===== config.mk =====
export PLATFORM = sky130hd
export DESIGN_NAME = prio_irq_ctrl
export DESIGN_NICKNAME = d
export VERILOG_FILES = /design/src/rtl/prio_irq_pkg.sv /design/src/rtl/irq_sense.sv /design/src/rtl/irq_arbiter.sv /design/src/rtl/irq_regs.sv /design/src/rtl/prio_irq_ctrl.sv
export SDC_FILE = /design/constraint.sdc
export NUM_CORES = 2
export LEC_CHECK = 0
export CAP_MARGIN = 20
export CORE_AREA = 2 2 295 370
export DETAILED_ROUTE_END_ITERATION = 16
export DIE_AREA = 0 0 297 372
export GPL_TIMING_DRIVEN = 0
export PLACE_DENSITY = 0.81
export RECOVER_POWER = 50
export SYNTH_ARGS = -nofsm -noshare
export SYNTH_HDL_FRONTEND = slang
export SYNTH_SLANG_ARGS = --single-unit

===== constraint.sdc =====
create_clock -name clk -period 160.6 [get_ports clk]
set_clock_uncertainty 0.2 [all_clocks]
set_input_delay 40.15 -clock clk [delete_from_list [all_inputs] [get_ports clk]]
set_output_delay 40.15 -clock clk [all_outputs]
set_load 0.05 [all_outputs]

===== src/rtl/prio_irq_pkg.sv =====
package prio_irq_pkg;
  localparam int ADDR_W  = 13;
  localparam int DATA_W  = 32;
  localparam int IDX_W   = 10;
  localparam int HOST_N  = 2;
  localparam int HOST_IRQ_BIT = 1;

  localparam logic [ADDR_W-1:0] OFS_GLB       = 13'h0010;
  localparam logic [ADDR_W-1:0] OFS_STAT_IDXC = 13'h0024;
  localparam logic [ADDR_W-1:0] OFS_EN_IDXS   = 13'h0028;
  localparam logic [ADDR_W-1:0] OFS_EN_IDXC   = 13'h002C;
  localparam logic [ADDR_W-1:0] OFS_HEN_IDXS  = 13'h0034;
  localparam logic [ADDR_W-1:0] OFS_HEN_IDXC  = 13'h0038;
  localparam logic [ADDR_W-1:0] OFS_WINNER    = 13'h0080;
  localparam logic [ADDR_W-1:0] OFS_STAT_MSK  = 13'h0280;
  localparam logic [ADDR_W-1:0] OFS_EN_MSK    = 13'h0380;
  localparam logic [ADDR_W-1:0] OFS_CHAN      = 13'h0400;
  localparam logic [ADDR_W-1:0] OFS_POL       = 13'h0D00;
  localparam logic [ADDR_W-1:0] OFS_KIND      = 13'h0D80;
  localparam logic [ADDR_W-1:0] OFS_HEN       = 13'h1500;

  function automatic logic [ADDR_W-1:0] word_at(input logic [ADDR_W-1:0] base, input int n);
    return base + ADDR_W'(4 * n);
  endfunction
endpackage


===== src/rtl/irq_sense.sv =====
module irq_sense #(
  parameter int NUM_SRC = 64
) (
  input  logic               clk,
  input  logic               rst_n,
  input  logic [NUM_SRC-1:0] src_in,
  input  logic [NUM_SRC-1:0] pol,
  input  logic [NUM_SRC-1:0] kind,
  output logic [NUM_SRC-1:0] set_vec
);
  for (genvar i = 0; i < NUM_SRC; i++) begin : g_line
    logic meta_q, sync_q, act_q, act;

    always_ff @(posedge clk or negedge rst_n) begin
      if (!rst_n) begin
        meta_q <= 1'b0;
        sync_q <= 1'b0;
        act_q  <= 1'b0;
      end else begin
        meta_q <= src_in[i];
        sync_q <= meta_q;
        act_q  <= act;
      end
    end

    assign act        = (sync_q == pol[i]);
    assign set_vec[i] = kind[i] ? (act & ~act_q) : act;


    edge_single_chk: assert property (@(posedge clk) disable iff (!rst_n)
      (kind[i] && set_vec[i]) |=> !(kind[i] && set_vec[i]));
  end
endmodule


===== src/rtl/irq_arbiter.sv =====
module irq_arbiter #(
  parameter int NUM_SRC = 64,
  parameter int CHAN_W  = 8,
  parameter int IDX_W   = 10
) (
  input  logic                            clk,
  input  logic                            rst_n,
  input  logic [NUM_SRC-1:0]              cand,
  input  logic [NUM_SRC-1:0][CHAN_W-1:0]  chan,
  output logic                            win_valid,
  output logic [IDX_W-1:0]                win_idx
);
  logic [CHAN_W-1:0] best_chan;

  always_comb begin
    win_valid = 1'b0;
    win_idx   = '0;
    best_chan = '0;
    for (int i = 0; i < NUM_SRC; i++) begin
      if (cand[i] && (!win_valid || chan[i] < best_chan)) begin
        win_valid = 1'b1;
        win_idx   = IDX_W'(i);
        best_chan = chan[i];
      end
    end
  end


  win_is_cand_chk: assert property (@(posedge clk) disable iff (!rst_n)
    win_valid |-> cand[win_idx]);

  none_when_idle_chk: assert property (@(posedge clk) disable iff (!rst_n)
    (cand == '0) |-> !win_valid);
endmodule


===== src/rtl/irq_regs.sv =====
module irq_regs
  import prio_irq_pkg::*;
#(
  parameter int NUM_SRC = 64,
  parameter int CHAN_W  = 8
) (
  input  logic                            clk,
  input  logic                            rst_n,
  input  logic                            bus_valid,
  input  logic                            bus_write,
  input  logic [ADDR_W-1:0]               bus_addr,
  input  logic [DATA_W-1:0]               bus_wdata,
  output logic [DATA_W-1:0]               bus_rdata,
  output logic                            bus_rvalid,
  input  logic [NUM_SRC-1:0]              set_vec,
  input  logic                            win_valid,
  input  logic [IDX_W-1:0]                win_idx,
  output logic [NUM_SRC-1:0]              status,
  output logic [NUM_SRC-1:0]              enable,
  output logic [NUM_SRC-1:0]              pol,
  output logic [NUM_SRC-1:0]              kind,
  output logic [NUM_SRC-1:0][CHAN_W-1:0]  chan,
  output logic                            glb_en,
  output logic [HOST_N-1:0]               host_en
);
  localparam int SRC_W     = $clog2(NUM_SRC);
  localparam int BIT_WORDS = NUM_SRC / 32;
  localparam int MAP_WORDS = NUM_SRC / 4;

  logic              wr, rd, idx_ok, hidx_ok;
  logic [SRC_W-1:0]  idx_lo;
  logic [NUM_SRC-1:0] stat_clr, en_set, en_clr;
  logic [DATA_W-1:0] rd_mux;

  assign wr      = bus_valid & bus_write;
  assign rd      = bus_valid & ~bus_write;
  assign idx_lo  = bus_wdata[SRC_W-1:0];
  assign idx_ok  = bus_wdata[IDX_W-1:0] < IDX_W'(NUM_SRC);
  assign hidx_ok = bus_wdata[IDX_W-1:0] == IDX_W'(HOST_IRQ_BIT);

  always_comb begin
    stat_clr = '0;
    en_set   = '0;
    en_clr   = '0;
    if (wr && idx_ok) begin
      if (bus_addr == OFS_STAT_IDXC) stat_clr[idx_lo] = 1'b1;
      if (bus_addr == OFS_EN_IDXS)   en_set[idx_lo]   = 1'b1;
      if (bus_addr == OFS_EN_IDXC)   en_clr[idx_lo]   = 1'b1;
    end
    for (int w = 0; w < BIT_WORDS; w++) begin
      if (wr && bus_addr == word_at(OFS_STAT_MSK, w)) stat_clr[32*w +: 32] = bus_wdata;
      if (wr && bus_addr == word_at(OFS_EN_MSK, w))   en_clr[32*w +: 32]   = bus_wdata;
    end
  end

  always_ff @(posedge clk or negedge rst_n) begin
    if (!rst_n) begin
      status <= '0;
      enable <= '0;
    end else begin
      status <= (status & ~stat_clr) | set_vec;
      enable <= (enable & ~en_clr) | en_set;
    end
  end

  always_ff @(posedge clk or negedge rst_n) begin
    if (!rst_n) begin
      pol     <= '0;
      kind    <= '0;
      chan    <= '0;
      glb_en  <= 1'b0;
      host_en <= '0;
    end else if (wr) begin
      for (int w = 0; w < BIT_WORDS; w++) begin
        if (bus_addr == word_at(OFS_POL, w))  pol[32*w +: 32]  <= bus_wdata;
        if (bus_addr == word_at(OFS_KIND, w)) kind[32*w +: 32] <= bus_wdata;
      end
      for (int m = 0; m < MAP_WORDS; m++) begin
        if (bus_addr == word_at(OFS_CHAN, m)) begin
          for (int k = 0; k < 4; k++) chan[4*m+k] <= bus_wdata[8*k +: CHAN_W];
        end
      end
      if (bus_addr == OFS_GLB) glb_en <= bus_wdata[0];
      if (bus_addr == OFS_HEN) host_en <= bus_wdata[HOST_N-1:0];
      if (bus_addr == OFS_HEN_IDXS && hidx_ok) host_en[HOST_IRQ_BIT] <= 1'b1;
      if (bus_addr == OFS_HEN_IDXC && hidx_ok) host_en[HOST_IRQ_BIT] <= 1'b0;
    end
  end

  always_comb begin
    rd_mux = '0;
    if (bus_addr == OFS_GLB)    rd_mux = DATA_W'(glb_en);
    if (bus_addr == OFS_HEN)    rd_mux = DATA_W'(host_en);
    if (bus_addr == OFS_WINNER) rd_mux = {~win_valid, {(DATA_W-IDX_W-1){1'b0}}, win_idx};
    for (int w = 0; w < BIT_WORDS; w++) begin
      if (bus_addr == word_at(OFS_STAT_MSK, w)) rd_mux = status[32*w +: 32];
      if (bus_addr == word_at(OFS_EN_MSK, w))   rd_mux = enable[32*w +: 32];
      if (bus_addr == word_at(OFS_POL, w))      rd_mux = pol[32*w +: 32];
      if (bus_addr == word_at(OFS_KIND, w))     rd_mux = kind[32*w +: 32];
    end
    for (int m = 0; m < MAP_WORDS; m++) begin
      if (bus_addr == word_at(OFS_CHAN, m)) begin
        for (int k = 0; k < 4; k++) rd_mux[8*k +: 8] = 8'(chan[4*m+k]);
      end
    end
  end

  always_ff @(posedge clk or negedge rst_n) begin
    if (!rst_n) begin
      bus_rdata  <= '0;
      bus_rvalid <= 1'b0;
    end else begin
      bus_rvalid <= rd;
      if (rd) bus_rdata <= rd_mux;
    end
  end


  status_sticky_chk: assert property (@(posedge clk) disable iff (!rst_n)
    rst_n |=> ((status & $past(set_vec)) == $past(set_vec)));

  en_set_chk: assert property (@(posedge clk) disable iff (!rst_n)
    (wr && idx_ok && bus_addr == OFS_EN_IDXS) |=> enable[$past(idx_lo)]);

  rvalid_chk: assert property (@(posedge clk) disable iff (!rst_n)
    rst_n |=> (bus_rvalid == $past(rd)));
endmodule


===== src/rtl/prio_irq_ctrl.sv =====
module prio_irq_ctrl
  import prio_irq_pkg::*;
#(
  parameter int NUM_SRC = 64,
  parameter int CHAN_W  = 8
) (
  input  logic               clk,
  input  logic               rst_n,
  input  logic [NUM_SRC-1:0] src_in,
  input  logic               bus_valid,
  input  logic               bus_write,
  input  logic [12:0]        bus_addr,
  input  logic [31:0]        bus_wdata,
  output logic [31:0]        bus_rdata,
  output logic               bus_rvalid,
  output logic               host_irq
);
  logic [NUM_SRC-1:0]             set_vec, status, enable, pol, kind, cand;
  logic [NUM_SRC-1:0][CHAN_W-1:0] chan;
  logic                           glb_en, win_valid;
  logic [HOST_N-1:0]              host_en;
  logic [IDX_W-1:0]               win_idx;

  irq_sense #(.NUM_SRC(NUM_SRC)) u_sense (
    .clk(clk), .rst_n(rst_n), .src_in(src_in),
    .pol(pol), .kind(kind), .set_vec(set_vec)
  );

  irq_regs #(.NUM_SRC(NUM_SRC), .CHAN_W(CHAN_W)) u_regs (
    .clk(clk), .rst_n(rst_n),
    .bus_valid(bus_valid), .bus_write(bus_write), .bus_addr(bus_addr),
    .bus_wdata(bus_wdata), .bus_rdata(bus_rdata), .bus_rvalid(bus_rvalid),
    .set_vec(set_vec), .win_valid(win_valid), .win_idx(win_idx),
    .status(status), .enable(enable), .pol(pol), .kind(kind), .chan(chan),
    .glb_en(glb_en), .host_en(host_en)
  );

  assign cand = status & enable;

  irq_arbiter #(.NUM_SRC(NUM_SRC), .CHAN_W(CHAN_W), .IDX_W(IDX_W)) u_arb (
    .clk(clk), .rst_n(rst_n), .cand(cand), .chan(chan),
    .win_valid(win_valid), .win_idx(win_idx)
  );

  assign host_irq = glb_en & host_en[HOST_IRQ_BIT] & win_valid;


  host_gate_chk: assert property (@(posedge clk) disable iff (!rst_n)
    !glb_en |-> !host_irq);

  host_has_source_chk: assert property (@(posedge clk) disable iff (!rst_n)
    host_irq |-> (|(status & enable)));
endmodule


==> results of run 1 <==
kinds of logic after synthesis:
family	share of synthesized area
AOI/OAI and AO/OA	0.237
xor gates and xnor gates	0.0121
adders and majority gates	0.0624
buffers and inverters	0.0500
DFF	0.367
muxes	0.124
and+or+nand+nor	0.148
stage by stage:
stage / utilization / instances / hold slack (ns)
after CTS: 0.702 / 8952 / 0.130
after detailed placement: 0.669 / 8772 / 0.135
after global placement: 0.663 / 8735 / 0.131
after floorplan: - / 7153 / 0.131
layer usage:
metal	track usage	GRT overflow
met3	0.488	0
met1	0.688	0
met5	0.242	0
met2	0.899	0
met4	0.708	1
==> flow_metrics.env, run 1 <==
export IMPL_post_cts_repair_setup_buffers=0
export IMPL_error="[ERROR GRT-0116] Global routing finished with congestion. Check the congestion regions in the DRC Viewer."
export IMPL_ys_ff_latch=996
export IMPL_syn_area_per_cell_um2=9.50
export IMPL_rows=135
export IMPL_numCtsBuffers=101
export IMPL_grt_pass1_wl_um=544000
export IMPL_ctsHoldBuffers=0
export IMPL_synthTopCellsByCount="dfrtp_1 (996), nand2_1 (844), mux2_2 (611)"
export IMPL_grt_start_max_net_pins=127
export IMPL_pre_cts_ws_ns=18.18
export IMPL_place_area_um2=71900
export IMPL_die_w_um=297
export IMPL_stop_stage="5_1_grt"
export IMPL_globalRouteOverflowTotal=1
export IMPL_synth_top_area_cell="dfrtp_1"
export IMPL_root_buffer="clkbuf_16"
export IMPL_synth_edf_count=0
export IMPL_yosysUniqueCellTypes=186
export IMPL_ys_flop_type="dfrtp_1"
export IMPL_grt_usage=0.694
export IMPL_outcome="did not finish"
export IMPL_place_congestion=1.36
export IMPL_syn_nets=7595
export IMPL_grt_pass1_vias=72200
export IMPL_synthArstFlopShare=1.00
export IMPL_ctsResizeCount=0
export IMPL_synth_top_cell_area_share=0.367
export IMPL_htreeDepth=3
export IMPL_cts_max_path_buffers=3
export IMPL_dpl_hpwl_um=284000
export IMPL_seq_area_frac_synth=0.367
export IMPL_yosysWarningCount=0
export IMPL_die_h_um=372
export IMPL_syn_cell_area_um2=68000
export IMPL_io_pins=147
export IMPL_synth_area_leaders="dfrtp_1 (37%), mux2_2 (10%), ha_1 (6.1%)"
export IMPL_start_util=0.633
export IMPL_cts_sinks=996
export IMPL_portBuffers=144
export IMPL_synth_most_common_cell="dfrtp_1"
export IMPL_synth_cells=7153
==> run 2, diff against run 1 <==
Settings changed: CORE_AREA 2 2 295 370 to 2 2 416 418, DIE_AREA 0 0 297 372 to 0 0 418 420, PLACE_DENSITY 0.81 to not set, PLACE_DENSITY_LB_ADDON set to 0.15.
==> flow_metrics.env, run 2 <==
export IMPL_peakVddDrop_mv=0.00945
export IMPL_cts_sinks=996
export IMPL_drc=0
export IMPL_hold_start="u_sense.g_line[27].meta_q$_DFF_PN0_"
export IMPL_synth_most_common_cell="dfrtp_1"
export IMPL_switching_share=0.268
export IMPL_cp_required_ns=161.07
export IMPL_io_pins=147
export IMPL_finalSetupTns_ns=0
export IMPL_p_seq_frac=0.430
export IMPL_outcome="finished, violations left"
export IMPL_root_buffer="clkbuf_16"
export IMPL_ctsResizeCount=0
export IMPL_largest_reg_flops=512
export IMPL_violations="capacitance limit, slew limit"
export IMPL_drt_iter0_markers=10000
export IMPL_via_per_inst=6.85
export IMPL_synthArstFlopShare=1.00
export IMPL_place_inst=9591
export IMPL_drv_cap=6
export IMPL_core_um2=171000
export IMPL_crit_arrival_ns=149.77
export IMPL_place_congestion=1.12
export IMPL_worst_r2r_path_depth=688
export IMPL_syn_cell_area_um2=68000
export IMPL_regMostFlops="u_regs.chan"
export IMPL_syn_nets=7595
export IMPL_fin_nets=7921
export IMPL_clk_pin_slew_ns=0.07
export IMPL_cp_max_fo=10
export IMPL_synth_top_area_cell="dfrtp_1"
export IMPL_globalRouteOverflowTotal=0
export IMPL_die_w_um=418
export IMPL_grt_start_max_net_pins=168
export IMPL_yosysUniqueCellTypes=186
export IMPL_syn2layout_area_growth_pct=14.4
export IMPL_p_int_w=0.000439
export IMPL_ctsHoldBuffers=0
export IMPL_rows=152
export IMPL_synthTopCellsByCount="dfrtp_1 (996), nand2_1 (844), mux2_2 (611)"
export IMPL_start_kind="flop"
export IMPL_p_clk_frac=0.508
export IMPL_grt_usage=0.469
export IMPL_ys_flop_type="dfrtp_1"
export IMPL_synth_top_cell_area_share=0.367
export IMPL_layout_common_cells="dfrtp_1 (996), nand2_1 (844), mux2_2 (611)"
export IMPL_maxSlewHeadroom=-4.76
export IMPL_ff2ff_setup_slack_ns=11.30
export IMPL_post_cts_repair_setup_buffers=0
export IMPL_dpl_hpwl_um=344000
export IMPL_r2r_end="u_regs.bus_rdata[1]$_DFFE_PN0P_"
export IMPL_grt_pass1_vias=61100
export IMPL_final_max_slew_violation_count=842
export IMPL_share_comb_of_total_power=0.062
export IMPL_leakage_nw=34.1
export IMPL_synth_area_leaders="dfrtp_1 (37%), mux2_2 (10%), ha_1 (6.1%)"
export IMPL_ys_ff_latch=996
export IMPL_synth_edf_count=0
export IMPL_vias=67700
export IMPL_post_route_min_period_ns=149.30
export IMPL_insertion_delay_ns=0.85
export IMPL_mostFrequentLayoutCell="dfrtp_1"
export IMPL_timing_final_crit_share=0.930
export IMPL_setup_worst_path_class="flop to flop"
export IMPL_avgRoutedWirePerCell_um=42.6
export IMPL_antenna_found_initial=93
export IMPL_grt_pass1_wl_um=554000
export IMPL_start_util=0.397
export IMPL_yosysWarningCount=0
export IMPL_reg2reg_from="u_regs.enable[0]$_DFF_PN0_"
export IMPL_synth_cells=7153
export IMPL_worst_setup_path_end_kind="flop"
export IMPL_cts_max_path_buffers=3
export IMPL_switching_power_w=0.000161
export IMPL_holdCritPathClass="flop to flop"
export IMPL_first_pass_iters=7
export IMPL_ant_nets=0
export IMPL_seq_area_frac_synth=0.367
export IMPL_holdPathEnd="u_sense.g_line[27].sync_q$_DFF_PN0_"
export IMPL_whs_path_depth=0
export IMPL_drt_wl_total_um=421000
export IMPL_hold_violations=0
export IMPL_die_area_um2=176000
export IMPL_fin_cells=9887
export IMPL_powerDensity_nw_per_um2=7.72
export IMPL_htreeDepth=3
export IMPL_setup_viol=0
export IMPL_worstMarginPinSlew_ns=8.65
export IMPL_syn_area_per_cell_um2=9.50
export IMPL_portBuffers=144
export IMPL_grt_setup_unrepaired="false"
export IMPL_cp_slowest_cell="o21ai_0"
export IMPL_cpMostUsedCell="a21oi_1"
export IMPL_slowest_delay_ns=0.75
export IMPL_cts_tree="built"
export IMPL_die_h_um=420
export IMPL_fmax_ghz=0.00670
export IMPL_numCtsBuffers=116
export IMPL_drive_above_1_share=0.194
[run 2: per-stage QoR]
stage          area (um^2)  hold WS (ns)  power [W]  setup WS [ns]   util
2_1_floorplan        68000         0.131   0.000269          41.39      -
3_3_place_gp         72200         0.132   0.000297          14.71  0.422
3_5_place_dp         73400         0.135   0.000299          14.23  0.429
4_1_cts              77700         0.139   0.000599          13.54  0.454
5_1_grt              77600         0.149   0.000608           1.33  0.454
6_report             77700         0.138   0.000600          11.30  0.455
[run 2: cells by family after synthesis]
logic type,count (synthesis),share of synthesized area
flops,996,0.367
fa+ha+maj,341,0.0624
mux,753,0.124
simple gates,2101,0.148
compound gates,2195,0.237
buf+inv,674,0.0500
xor+xnor,93,0.0121
[run 2: worst max path at each step]
stage	from	endpoint	slack [ns]	depth (start not counted)
floorplan	u_regs.enable[0]$_DFF_PN0_	u_regs.bus_rdata[2]$_DFFE_PN0P_	41.39	684
global placement	u_regs.enable[0]$_DFF_PN0_	u_regs.bus_rdata[2]$_DFFE_PN0P_	14.71	690
detailed placement	u_regs.enable[0]$_DFF_PN0_	u_regs.bus_rdata[2]$_DFFE_PN0P_	14.23	689
CTS	u_regs.enable[0]$_DFF_PN0_	u_regs.bus_rdata[2]$_DFFE_PN0P_	13.54	689
finish	u_regs.enable[0]$_DFF_PN0_	u_regs.bus_rdata[1]$_DFFE_PN0P_	11.30	688
[run 2: final cells by class]
class                      count  area, um^2
timing repair buffer         208        2420
sequential                   996       24900
clock buffer                 155        3270
clock inverter                62        1040
antenna                       76         190
inverter                     274        1030
buffer                       400        2430
tap                         2233        2790
fill                       16500       93200
multi-input combinational   5483       39600
[run 2: power by group through the flow]
stage | sequential, W | clock (W) | combinational, W
floorplan | 0.000263 | 0 | 0.00000607
global placement | 0.000264 | 0 | 0.0000330
detailed placement | 0.000262 | 0 | 0.0000362
CTS | 0.000258 | 0.000305 | 0.0000362
global route | 0.000258 | 0.000314 | 0.0000367
finish | 0.000258 | 0.000305 | 0.0000371
[run 2: routing by layer]
metal  up-vias  global-route usage  part of all wire
met5         -                   0           0.00067
met4        44               0.356             0.087
met3      1202               0.163              0.12
met2      4598               0.647              0.40
met1     34300               0.597              0.39
li1      27600                   -                 -
[run 2: worst max-delay path: cells and delay by family (launching register included)]
kind,cells,cell delay [ns]
compound gates,314,71.79
fa+ha+maj,63,18.83
buf+inv,98,18.50
flops,1,0.40
mux,21,6.10
simple gates,192,32.83
(Power assumes the default switching activity.)
